[src/rtl/dmaio_decoder.sv]
module dmaio_decoder #(
  parameter int PORT_BYTES = 1
) (
  input  logic                    clk,
  input  logic                    rst_n,
  input  logic                    frame_n,
  input  logic                    irdy_n,
  input  logic [31:0]             ad,
  input  logic [3:0]              cbe_n,
  input  logic                    gnt_n,
  input  logic [8*PORT_BYTES-1:0] dev_rdata,
  output logic                    dack_n,
  output logic                    dev_rd_n,
  output logic                    dev_wr_n,
  output logic                    tc,
  output logic                    is_verify,
  output logic                    proto_err,
  output logic [8*PORT_BYTES-1:0] dev_wdata,
  output logic [31:0]             ad_out,
  output logic                    ad_oe
);
  localparam int DW = 8 * PORT_BYTES;
  localparam logic [3:0] CMD_IORD = 4'b0010;
  localparam logic [3:0] CMD_IOWR = 4'b0011;

  logic frame_q, active_q, dack_q, tc_q, ver_q, wr_q, err_q;

  wire addr_ph  = ~frame_n & frame_q;
  wire cmd_rd   = (cbe_n == CMD_IORD);
  wire cmd_wr   = (cbe_n == CMD_IOWR);
  wire a_norm   = (ad == 32'h0000_0000) || (ad == 32'h0000_0004);
  wire a_ver    = (ad == 32'h0000_00C0) || (ad == 32'h0000_00C4);
  wire granted  = addr_ph & ~gnt_n;
  wire hit      = granted & ((a_norm & (cmd_rd | cmd_wr)) | (a_ver & cmd_rd));
  wire bad      = granted & a_ver & cmd_wr;
  wire last_dp  = active_q & frame_n & ~irdy_n;
  wire dack_on  = dack_q & ~gnt_n;
  wire dp_on    = active_q & dack_on;

  always_ff @(posedge clk or negedge rst_n) begin
    if (!rst_n) begin
      frame_q  <= 1'b1;
      active_q <= 1'b0;
      dack_q   <= 1'b0;
      tc_q     <= 1'b0;
      ver_q    <= 1'b0;
      wr_q     <= 1'b0;
      err_q    <= 1'b0;
    end else begin
      frame_q <= frame_n;
      err_q   <= bad;
      if (hit) begin
        active_q <= 1'b1;
        dack_q   <= 1'b1;
        tc_q     <= ad[2];
        ver_q    <= a_ver;
        wr_q     <= cmd_wr;
      end else begin
        if (last_dp || gnt_n) active_q <= 1'b0;
        if (gnt_n)            dack_q   <= 1'b0;
      end
    end
  end

  assign dack_n    = ~dack_on;
  assign tc        = dack_on & tc_q;
  assign is_verify = dack_on & ver_q;
  assign proto_err = err_q;
  assign dev_rd_n  = ~(dp_on & ~irdy_n & ~ver_q & ~wr_q);
  assign dev_wr_n  = ~(dp_on & ~irdy_n & ~ver_q & wr_q);
  assign ad_oe     = dp_on & ~wr_q;
  assign dev_wdata = ad[DW-1:0];

  always_comb begin
    ad_out = '0;
    if (ad_oe && !ver_q) ad_out[DW-1:0] = dev_rdata;
  end
endmodule


[config.mk]
export PLATFORM = sky130hd
export DESIGN_NAME = dmaio_decoder
export DESIGN_NICKNAME = d
export VERILOG_FILES = /design/src/rtl/dmaio_decoder.sv
export SDC_FILE = /design/constraint.sdc
export NUM_CORES = 1
export LEC_CHECK = 0
export BUFFER_PORTS_ARGS = -buffer_cell sky130_fd_sc_hd__buf_2
export CORE_MARGIN = 10
export CORE_UTILIZATION = 32
export DETAILED_ROUTE_END_ITERATION = 8
export HOLD_SLACK_MARGIN = 0.05
export PLACE_DENSITY = 0.9
export SLEW_MARGIN = 20
export SYNTH_ARGS = -nofsm -noshare
export SYNTH_HDL_FRONTEND = slang
export SYNTH_SLANG_ARGS = --single-unit
[constraint.sdc]
create_clock -name clk -period 2.1 [get_ports clk]
set_input_delay 0.105 -clock clk [delete_from_list [all_inputs] [get_ports clk]]
set_output_delay 0.105 -clock clk [all_outputs]
set_load 0.005 [all_outputs]
### Yosys cells after proc, flatten, opt, wreduce, memory -nomap -nowiden

Index checks and enable logic that the tools add are counted.
Widths: inputs -> output; s select.

* input bits: 49
* register bits: 7

* eq/ne operators: 5
* mux-type cells: 5
* reductions and logical operators: 8
* bitwise operators: 28

Operator list (count)
* $eq 32x8->1 const B: 2
* $eq 32x3->1 const B: 1
* $logic_not 32->1: 1
* $and 1x1->1: 18
* $eq 4x2->1 const B: 2
* $mux 8: 1
* $not 1->1: 8
* $mux 1: 4
* $reduce_bool 2->1: 2
* $logic_or 1x1->1: 3
* $or 1x1->1: 2
* $logic_and 1x1->1: 1
* $logic_not 1->1: 1

### Logic depth before layout (Yosys ltp)

Gate-level depths: netlist of run 1.

* word-level depth: 7
* gate-level depth with buffers: 4
* mapped depth without buffers: 4

### Worst setup path after synthesis of run 1

No wires, ideal clock.

* path kind: reg2reg
* start point: register frame_q
* end point: register tc_q
* setup slack: 404 ps
* stages on the path, launching flop included: 5
* period minus slack after synthesis: 1696 ps
* buffers on the path: 0
* setup time: 128 ps
* arrival time: 1569 ps
* cell sequence: dfstp_2 -> nor4b_1 -> nand3_1 -> nor4_4 -> mux2_1

* cells in the longest elaborated chain, start to end: 3

Ends and longest elaborated chain
* start, declared: RTL line 26 `logic frame_q, active_q, dack_q, tc_q, ver_q, wr_q, err_q;`
* start signal, assigned: RTL line 50 `frame_q <= frame_n;`
* $and 1x1->1: RTL line 28 `wire addr_ph = ~frame_n & frame_q;`
* $and 1x1->1: RTL line 33 `wire granted = addr_ph & ~gnt_n;`
* $and 1x1->1: RTL line 34 `wire hit = granted & ((a_norm & (cmd_rd | cmd_wr)) | (a_ver & cmd_rd));`
* end signal, assigned: RTL line 55 `tc_q <= ad[2];`
* end, declared: RTL line 26

Every way passes these cells.
A chain may end at the register's enable or synchronous reset.

### Final worst setup path of run 1

* start point: register dack_q
* end point: output port ad_out[1]

* cells in the longest elaborated chain, start to end: 5

Ends and longest elaborated chain
* start, declared: RTL line 26
* start signal, assigned: RTL line 44 `dack_q <= 1'b0;`
* start signal, assigned: RTL line 54 `dack_q <= 1'b1;`
* start signal, assigned: RTL line 60 `if (gnt_n) dack_q <= 1'b0;`
* $and 1x1->1: RTL line 37 `wire dack_on = dack_q & ~gnt_n;`
* $and 1x1->1: RTL line 38 `wire dp_on = active_q & dack_on;`
* $and 1x1->1: RTL line 71 `assign ad_oe = dp_on & ~wr_q;`
* $logic_and 1x1->1: RTL line 76 `if (ad_oe && !ver_q) ad_out[DW-1:0] = dev_rdata;`
* $mux 8: RTL line 76
* end, declared: RTL line 19 `output logic [31:0] ad_out,`

Every way passes these cells.

==> impl_metrics.json, run 1 <==
{
  "cp_cell_sequence": "nor2b_1 > inv_2 > nor4b_2 > and2_1 > buf_2",
  "hold_viol": 0,
  "critical-path-top-delay-family": "simple AND/OR/NAND/NOR gates",
  "swShare_pct": 25.9,
  "cts-root-buf": "clkbuf_4",
  "pwr-share-clk_pct": 34.5,
  "synth_top_area_share_pct": 31.5,
  "track_usage_pct": 10.1,
  "dr_wl_met3_microns": 569,
  "status": "finished clean",
  "clockBufferDepth": 2,
  "cts_tree": "yes",
  "viasPerCell": 4.25,
  "min_period_ns": 1.85,
  "cts_resized": 0,
  "vias": 770,
  "hp-class": "input port to register",
  "die_width_microns": 68.8,
  "grt_pass1_vias": 851,
  "rsz0062_at_grt": "no",
  "critPathKind": "register to output pin",
  "ant_nets": 0,
  "syn_inst": 85,
  "grt_pass1_wl_mm": 3.73,
  "overflow": 0,
  "grt_max_degree": 10,
  "synth_most_common_cell": "buf_4",
  "cts.sinks": 7,
  "wl_met1_microns": 668,
  "n_fill_cell": 256,
  "finalSetupViolations": 0,
  "cts_made_buffers": 3,
  "comb_power_share_pct": 25.6,
  "critPathArrivalTime_ns": 1.74,
  "nets": 203,
  "fmax_mhz": 541,
  "synth_common_cells": "buf_4 (32), and2_1 (11), dfrtp_1 (6), nor4_2 (4)",
  "synth_area_leader_cell": "buf_4",
  "clk_latency_ns": 0.24,
  "synth_top_flop_cell": "dfrtp_1",
  "initial_core_util_pct": 34.1,
  "cpPeakStageDelay_ns": 0.50,
  "leakagePower_uw": 0.000605,
  "dr.first_iter.drc_count": 3,
  "n_antenna_cell": 0,
  "dp_slack_ns": 0.285,
  "syn_area_sq_um": 762,
  "tns_ns": 0,
  "start_kind": "register",
  "synth_edf_count": 0,
  "synth.area.mux_share_pct": 4.43,
  "ys_seq_elements": 7,
  "hpwl_mm": 2.49,
  "path_clk_slew_ns": 0.05,
  "final-seq-area_sq_um": 176,
  "crit_buf_inv": 2,
  "wl_met2_mm": 1.36,
  "relSlewSlack_pct": 62.8,
  "path_max_fanout": 9,
  "synth_cell_types": 28,
  "ctsHtreeMaxLevel": 1,
  "highest_layer": "met3",
  "firstDrtPassIters": 2,
  "coreArea_sq_um": 2230,
  "synth-simple-area-share_pct": 37.6,
  "cap_viol_max_count": 0,
  "core.rowCount": 17,
  "multi_input_area_sq_um": 424,
  "synth_top_family_by_area": "simple AND/OR/NAND/NOR gates",
  "die_h_microns": 68.8,
  "syn_to_final_growth_pct": 37.1,
  "powerDensity_nw_per_um2": 328,
  "wl_mm": 2.60,
  "finClkSkew_ns": 0.00150,
  "io_buffers": 71,
  "ys_top_cells_by_area": "buf_4 (32%), dfrtp_1 (20%), and2_1 (9.0%)",
  "drv_slew": 0,
  "tightest_slew_ns": 0.556,
  "ys_async_sr_fraction_pct": 100,
  "place_congestion": 0.758,
  "finalPower_uw": 343,
  "period_share_pct": 88.0,
  "seqPwrFrac_pct": 39.9,
  "synth_fa_ha_area_share_pct": 0,
  "synth_area_per_cell_sq_um": 8.96,
  "synth-compound-area-share_pct": 1.81,
  "ir_drop_v": 0.000244,
  "antenna_found_initial": 0,
  "setup_ws_ns": 0.252,
  "slowest_stage": "nor4b_2",
  "yosys_warnings": 0,
  "cp.required_ns": 2.00,
  "wl_per_cell_microns": 14.4,
  "die_area_sq_um": 4730,
  "synth_xor_area_share_pct": 0,
  "internal_power_uw": 254,
  "ys_seq_area_share_pct": 23.2,
  "ios": 96,
  "power.switching_uw": 89.0,
  "end_kind": "output pin",
  "drcViolationCount": 0,
  "layout-drive-gt1-share_pct": 53.6
}
## path summary, 6_finish.rpt
kind / startpoint / end / slack (ns) / cells after the start
max: dack_q / ad_out[1] / 0.25 / 5
min: ad[2] / tc_q / 0.09 / 2
max reg2reg: frame_q / tc_q / 0.29 / 4
min reg2reg: tc_q / tc_q / 0.48 / 1
max in group asynchronous: rst_n / frame_q / 1.65 / 2
min in group asynchronous: rst_n / wr_q / 0.23 / 2
## power by group through the flow
| stage | logic (uW) | registers [uW] | clock network, uW |
|---|---|---|---|
| detailed placement | 83.8 | 139 | 0 |
| global route | 99.5 | 137 | 134 |
| floorplan | 63.6 | 139 | 0 |
| finish | 87.7 | 137 | 118 |
| CTS | 86.8 | 137 | 123 |
| global placement | 81.7 | 139 | 0 |
## repair_timing
action / in CTS / in global routing
hold endpoints to repair: 8 / 0
hold buffers: 2 / 0
setup buffers: 0 / 0
## layout by cell type (no fill, tap or decap)
cell type,count
nor4_4,1
buf_2,71
or2_1,1
and3b_1,1
and4_1,1
conb_1,24
inv_1,1
nand2b_1,2
nor3b_1,1
dfrtp_1,6
nand3_1,1
clkbuf_4,3
dlygate4sd3_1,2
dfstp_2,1
a31o_1,1
nor4bb_1,1
nor3_1,3
nor4_1,1
nor4b_2,1
o21ai_1,1
nand4b_1,1
nor2b_1,2
inv_2,1
and2_1,11
nand4_1,1
nor4b_1,1
mux2_1,3
clkbuf_1,1
nor4_2,4
nor2_1,2
nand2_1,2
## state kept, by name (all words and copies together) (netlist names)
name	count
ver_q	1
wr_q	1
proto_err	1
frame_q	1
dack_q	1
active_q	1
tc_q	1
## cell type report
class | count | share of cell area (%)
clock buffer | 4 | 2.51
timing repair buffer | 73 | 35.9
sequential | 7 | 16.9
inverter | 2 | 0.719
multi-input combinational | 67 | 40.6
tap | 28 | 3.35
## per-layer routing
metal | up-vias | global-route usage [%]
li1 | 372 | -
met5 | - | 0
met1 | 344 | 8.55
met3 | 0 | 5.80
met4 | 0 | 2.96
met2 | 54 | 19.6
## per-stage QoR
stage / cell area (sq um) / util (%) / instances / hold slack (ns)
2_1_floorplan: 848 / - / 108 / -0.191
3_3_place_gp: 998 / 44.7 / 175 / -0.0556
3_5_place_dp: 998 / 44.7 / 175 / -0.0543
4_1_cts: 1040 / 46.8 / 181 / 0.0938
5_1_grt: 1040 / 46.8 / 181 / 0.105
6_report: 1040 / 46.8 / 181 / 0.0943
## logic make-up (layout without fill, tap and decap cells)
| group | Yosys count | after routing |
|---|---|---|
| buffers and inverters | 34 | 79 |
| AO/OA/AOI/OAI | 2 | 2 |
| multiplexers | 3 | 3 |
| flip-flops | 7 | 7 |
| other | 1 | 24 |
| AND/OR/NAND/NOR | 38 | 38 |
Note: power is estimated with default switching activity, not from simulation.
==> run 2, diff against run 1 <==
--- a/config.mk
+++ b/config.mk
@@ -6,11 +6,13 @@
 export NUM_CORES = 1
 export LEC_CHECK = 0
 export BUFFER_PORTS_ARGS = -buffer_cell sky130_fd_sc_hd__buf_2
+export CELL_PAD_IN_SITES_DETAIL_PLACEMENT = 0
+export CELL_PAD_IN_SITES_GLOBAL_PLACEMENT = 2
 export CORE_MARGIN = 10
-export CORE_UTILIZATION = 32
+export CORE_UTILIZATION = 14
 export DETAILED_ROUTE_END_ITERATION = 8
 export HOLD_SLACK_MARGIN = 0.05
-export PLACE_DENSITY = 0.9
+export PLACE_DENSITY = 0.87
 export SLEW_MARGIN = 20
 export SYNTH_ARGS = -nofsm -noshare
 export SYNTH_HDL_FRONTEND = slang
==> run 2 against run 1 <==
Against the previous run: clock power grew 65%; register-to-register slack hardly changed; sequential share of layout area shrank 1.1 points; combinational power down 2.7%; critical endpoint is now ad_out[6]; largest cell class unchanged; highest routed layer is now met4.
==> impl_metrics.json, run 2 (same netlist as run 1, synthesis figures left out) <==
{
  "cts-root-buf": "clkbuf_8",
  "critPathArrivalTime_ns": 1.83,
  "finalPower_uw": 417,
  "vias": 722,
  "swShare_pct": 24.8,
  "grt_max_degree": 10,
  "tns_ns": 0,
  "rsz0062_at_grt": "no",
  "powerDensity_nw_per_um2": 374,
  "r2r_setup_slack_ns": 0.28,
  "fmax_mhz": 518,
  "hold_path_depth": 2,
  "place_congestion": 0.722,
  "crit_buf_inv": 2,
  "cp.required_ns": 2.00,
  "slowest_stage": "nor4b_2",
  "power.switching_uw": 104,
  "ios": 96,
  "path_clk_slew_ns": 0.04,
  "drcViolationCount": 0,
  "r2r_end": "wr_q",
  "hold_viol": 0,
  "overflow": 0,
  "period_share_pct": 92.0,
  "cap_viol_max_count": 0,
  "status": "finished clean",
  "critPathKind": "register to output pin",
  "ir_drop_v": 0.000248,
  "die_h_microns": 93.8,
  "core.rowCount": 26,
  "ctsHtreeMaxLevel": 1,
  "comb_power_share_pct": 20.4,
  "firstDrtPassIters": 2,
  "drv_slew": 0,
  "reg2reg_from": "frame_q",
  "cts.sinks": 7,
  "pwr-share-clk_pct": 46.6,
  "clk_latency_ns": 0.23,
  "min_from": "ad[2]",
  "die_area_sq_um": 8790,
  "coreArea_sq_um": 5200,
  "viasPerCell": 3.24,
  "cpPeakStageDelay_ns": 0.56,
  "dr.first_iter.drc_count": 10,
  "hpwl_mm": 2.46,
  "seqPwrFrac_pct": 32.9,
  "clockBufferDepth": 2,
  "wl_per_cell_microns": 12.1,
  "wl_mm": 2.70,
  "end_kind": "output pin",
  "syn_to_final_growth_pct": 46.5,
  "min_period_ns": 1.93,
  "tightest_slew_ns": 0.643,
  "grt_pass1_wl_mm": 4.06,
  "ant_nets": 0,
  "initial_core_util_pct": 14.6,
  "start_kind": "register",
  "fin_util_pct": 21.4,
  "final_common_cell": "buf_2",
  "track_usage_pct": 5.82,
  "leakagePower_uw": 0.000613,
  "grt_pass1_vias": 842,
  "nets": 203,
  "cp_cell_sequence": "nor2b_1 > inv_2 > nor4b_2 > and2_1 > buf_2",
  "n_fill_cell": 602,
  "finalSetupViolations": 0,
  "hp-class": "input port to register",
  "finClkSkew_ns": 0.00510,
  "reg2regPathDepth": 4,
  "whs_endpoint": "tc_q",
  "io_buffers": 71,
  "relSlewSlack_pct": 57.1,
  "cts_tree": "yes",
  "internal_power_uw": 314,
  "cts_made_buffers": 3,
  "n_antenna_cell": 0,
  "die_width_microns": 93.8,
  "antenna_found_initial": 0,
  "path_max_fanout": 9,
  "critical-path-top-delay-family": "simple AND/OR/NAND/NOR gates",
  "layout_common_cells": "buf_2 (71), conb_1 (24), and2_1 (11)",
  "layout-drive-gt1-share_pct": 53.6
}
run 2: cell types whose count changed in the layout (fill, tap and decap cells not counted):
cell	delta
clkbuf_4	-3
clkbuf_8	+3
run 2: worst max path at each step:
stage               startpoint        end  slack, ns  depth (start not counted)
floorplan              frame_q       tc_q       0.40                          4
global placement       frame_q       tc_q       0.32                          4
detailed placement     frame_q       tc_q       0.24                          4
CTS                    frame_n       wr_q       0.14                          6
global route            dack_q  ad_out[1]       0.04                          5
finish                  dack_q  ad_out[6]       0.17                          5
run 2: worst reg2reg max path, delay by kind of cell, from the launching register on:
kind	cells	cell delay [ns]
flops	1	0.51
simple gates	3	0.83
mux	1	0.36
run 2: metal layers:
metal | vias up | GRT usage, % | part of all wire (%)
li1 | 369 | - | -
met5 | - | 0 | 0
met2 | 45 | 10.1 | 51
met4 | 0 | 1.90 | 0.93
met3 | 4 | 3.28 | 11
met1 | 304 | 5.75 | 37
run 2: what timing repair did:
action | CTS | global route
buffers inserted | 0 | 0
hold endpoints to repair | 8 | 0
hold buffers | 2 | 0
gates resized for setup | 0 | 0
run 2: layout make-up:
| type | instances | area [sq um] | area share [%] |
|---|---|---|---|
| Multi-Input combinational cell | 67 | 424 | 38.0 |
| Timing Repair Buffer | 73 | 375 | 33.6 |
| Sequential cell | 7 | 176 | 15.8 |
| Tap cell | 70 | 87.6 | 7.85 |
| Clock buffer | 4 | 45.0 | 4.04 |
| Inverter | 2 | 7.51 | 0.673 |
run 2: per-stage QoR:
step | cell area, sq um | hold slack (ns) | setup WS, ns | std cells
2_1_floorplan | 848 | -0.191 | 0.404 | 108
3_3_place_gp | 1050 | -0.0564 | 0.318 | 217
3_5_place_dp | 1050 | -0.0587 | 0.237 | 217
4_1_cts | 1120 | 0.115 | 0.140 | 223
5_1_grt | 1120 | 0.127 | 0.0414 | 223
6_report | 1120 | 0.118 | 0.168 | 223
run 2: power groups by stage:
stage	logic [uW]	clock network [uW]	registers, uW
2_1_floorplan	63.6	0	139
3_3_place_gp	81.8	0	139
3_5_place_dp	81.5	0	139
4_1_cts	84.7	200	137
5_1_grt	97.4	213	137
6_report	85.3	195	137
==> run 3, diff against run 2 <==
--- a/config.mk
+++ b/config.mk
@@ -8,7 +8,6 @@
 export BUFFER_PORTS_ARGS = -buffer_cell sky130_fd_sc_hd__buf_2
 export CELL_PAD_IN_SITES_DETAIL_PLACEMENT = 0
 export CELL_PAD_IN_SITES_GLOBAL_PLACEMENT = 2
-export CORE_MARGIN = 10
 export CORE_UTILIZATION = 14
 export DETAILED_ROUTE_END_ITERATION = 8
 export HOLD_SLACK_MARGIN = 0.05
==> run 3 against run 2 <==
Against the previous run: clock skew down 0.0034 ns; global-route usage up 0.35 points; first-iteration DRC count up 50%; non-clock buffer count is the same; setup slack improved by 0.042 ns; sequential share of layout area fell by 0.12 points; wire length shrank 32%; cell count did not move; sequential cell count did not move; largest power group unchanged; utilization rose by 0.30 points; largest cell class unchanged.
==> impl_metrics.json, run 3 (same netlist as run 1, synthesis figures left out) <==
{
  "fin_util_pct": 21.7,
  "slowest_stage": "dlygate4sd3_1",
  "place_congestion": 0.671,
  "cap_viol_max_count": 0,
  "status": "finished clean",
  "start_kind": "input port",
  "tns_ns": 0,
  "n_antenna_cell": 0,
  "setup_ws_ns": 0.210,
  "wl_per_cell_microns": 8.20,
  "cpPeakStageDelay_ns": 0.53,
  "drcViolationCount": 0,
  "cp_cell_sequence": "dlygate4sd3_1 > buf_2 > nor4_2 > nand4_1 > nor4_4 > mux2_1",
  "cts_made_buffers": 3,
  "cp.required_ns": 2.21,
  "ant_nets": 0,
  "initial_core_util_pct": 14.7,
  "core.rowCount": 26,
  "hold_viol": 0,
  "grt_pass1_vias": 611,
  "io_buffers": 71,
  "reg2regPathDepth": 4,
  "fmax_mhz": 529,
  "min_period_ns": 1.89,
  "cts-root-buf": "clkbuf_8",
  "cts.sinks": 7,
  "hpwl_mm": 1.61,
  "leakagePower_uw": 0.000613,
  "critPathKind": "input port to register",
  "design_area_sq_um": 1120,
  "hold_path_depth": 2,
  "powerDensity_nw_per_um2": 366,
  "layout-drive-gt1-share_pct": 53.6,
  "die_width_microns": 75.8,
  "die_h_microns": 75.8,
  "ctsHtreeMaxLevel": 1,
  "clockBufferDepth": 2,
  "path_clk_slew_ns": 0.04,
  "dp_slack_ns": 0.238,
  "viasPerCell": 3.28,
  "final_common_cell": "buf_2",
  "antenna_found_initial": 0,
  "cts_tree": "yes",
  "period_share_pct": 90.0,
  "firstDrtPassIters": 4,
  "nets": 203,
  "syn_to_final_growth_pct": 47.6,
  "hp-class": "input port to register",
  "n_fill_cell": 575,
  "coreArea_sq_um": 5170,
  "place_area_sq_um": 1050,
  "die_area_sq_um": 5740,
  "grt_pass1_wl_mm": 2.58,
  "wl_mm": 1.83,
  "vias": 731,
  "critical-path-top-delay-family": "simple AND/OR/NAND/NOR gates",
  "layout_common_cells": "buf_2 (71), conb_1 (24), and2_1 (11)",
  "drv_slew": 0,
  "finalSetupViolations": 0,
  "finClkSkew_ns": 0.00170,
  "ios": 96,
  "dr.first_iter.drc_count": 15,
  "clk_latency_ns": 0.23,
  "overflow": 0,
  "grt_max_degree": 10,
  "cp.depth": 6,
  "track_usage_pct": 6.17,
  "end_kind": "register",
  "crit_buf_inv": 2,
  "rsz0062_at_grt": "no",
  "critPathArrivalTime_ns": 1.99,
  "ir_drop_v": 0.000200,
  "path_max_fanout": 5
}
run 3: cell types whose count changed in the layout (fill, tap and decap cells not counted):
cell / delta
nor4b_2: -1
nor4b_4: +1
run 3: final cells by class:
class	count	area (sq um)	area share [%]
Inverter	2	7.51	0.667
Timing Repair Buffer	73	375	33.4
Sequential cell	7	176	15.7
Clock buffer	4	45.0	4.00
Tap cell	70	87.6	7.79
Multi-Input combinational cell	67	433	38.5
run 3: per-stage QoR:
step	instances	power, uW	hold slack, ns
4_1_cts	223	421	0.113
6_report	223	412	0.120
3_3_place_gp	217	220	-0.0560
2_1_floorplan	108	203	-0.191
5_1_grt	223	447	0.124
3_5_place_dp	217	220	-0.0576
run 3: what timing repair did:
item,CTS,global route
gates resized for setup,0,1
buffers inserted,0,0
hold buffers,2,0
hold endpoints to repair,8,0
endpoints found under the setup margin,0,9
run 3: layer usage:
layer | wire length (microns) | vias up | share of wire, % | GRT usage (%)
li1 | - | 368 | - | -
met1 | 730 | 315 | 40 | 6.96
met2 | 935 | 44 | 51 | 10.4
met3 | 132 | 4 | 7.2 | 1.98
met4 | 29 | 0 | 1.6 | 3.09
met5 | 0 | - | 0 | 0
run 3: path summary, 6_finish.rpt:
check                         from        end  slack (ns)
max                        frame_n       wr_q        0.21
min                          ad[2]       tc_q        0.12
max reg2reg                frame_q       wr_q        0.26
min reg2reg                   tc_q       tc_q        0.48
max in group asynchronous    rst_n    frame_q        1.64
min in group asynchronous    rst_n  proto_err        0.23
run 3: power by group:
part           total, uW  internal [uW]  leakage [uW]  switching (uW)
logic               83.1           44.8      0.000495            38.3
registers            137            137     0.0000944           0.239
clock network        191            131     0.0000228            59.8
total                412            314      0.000613            98.3
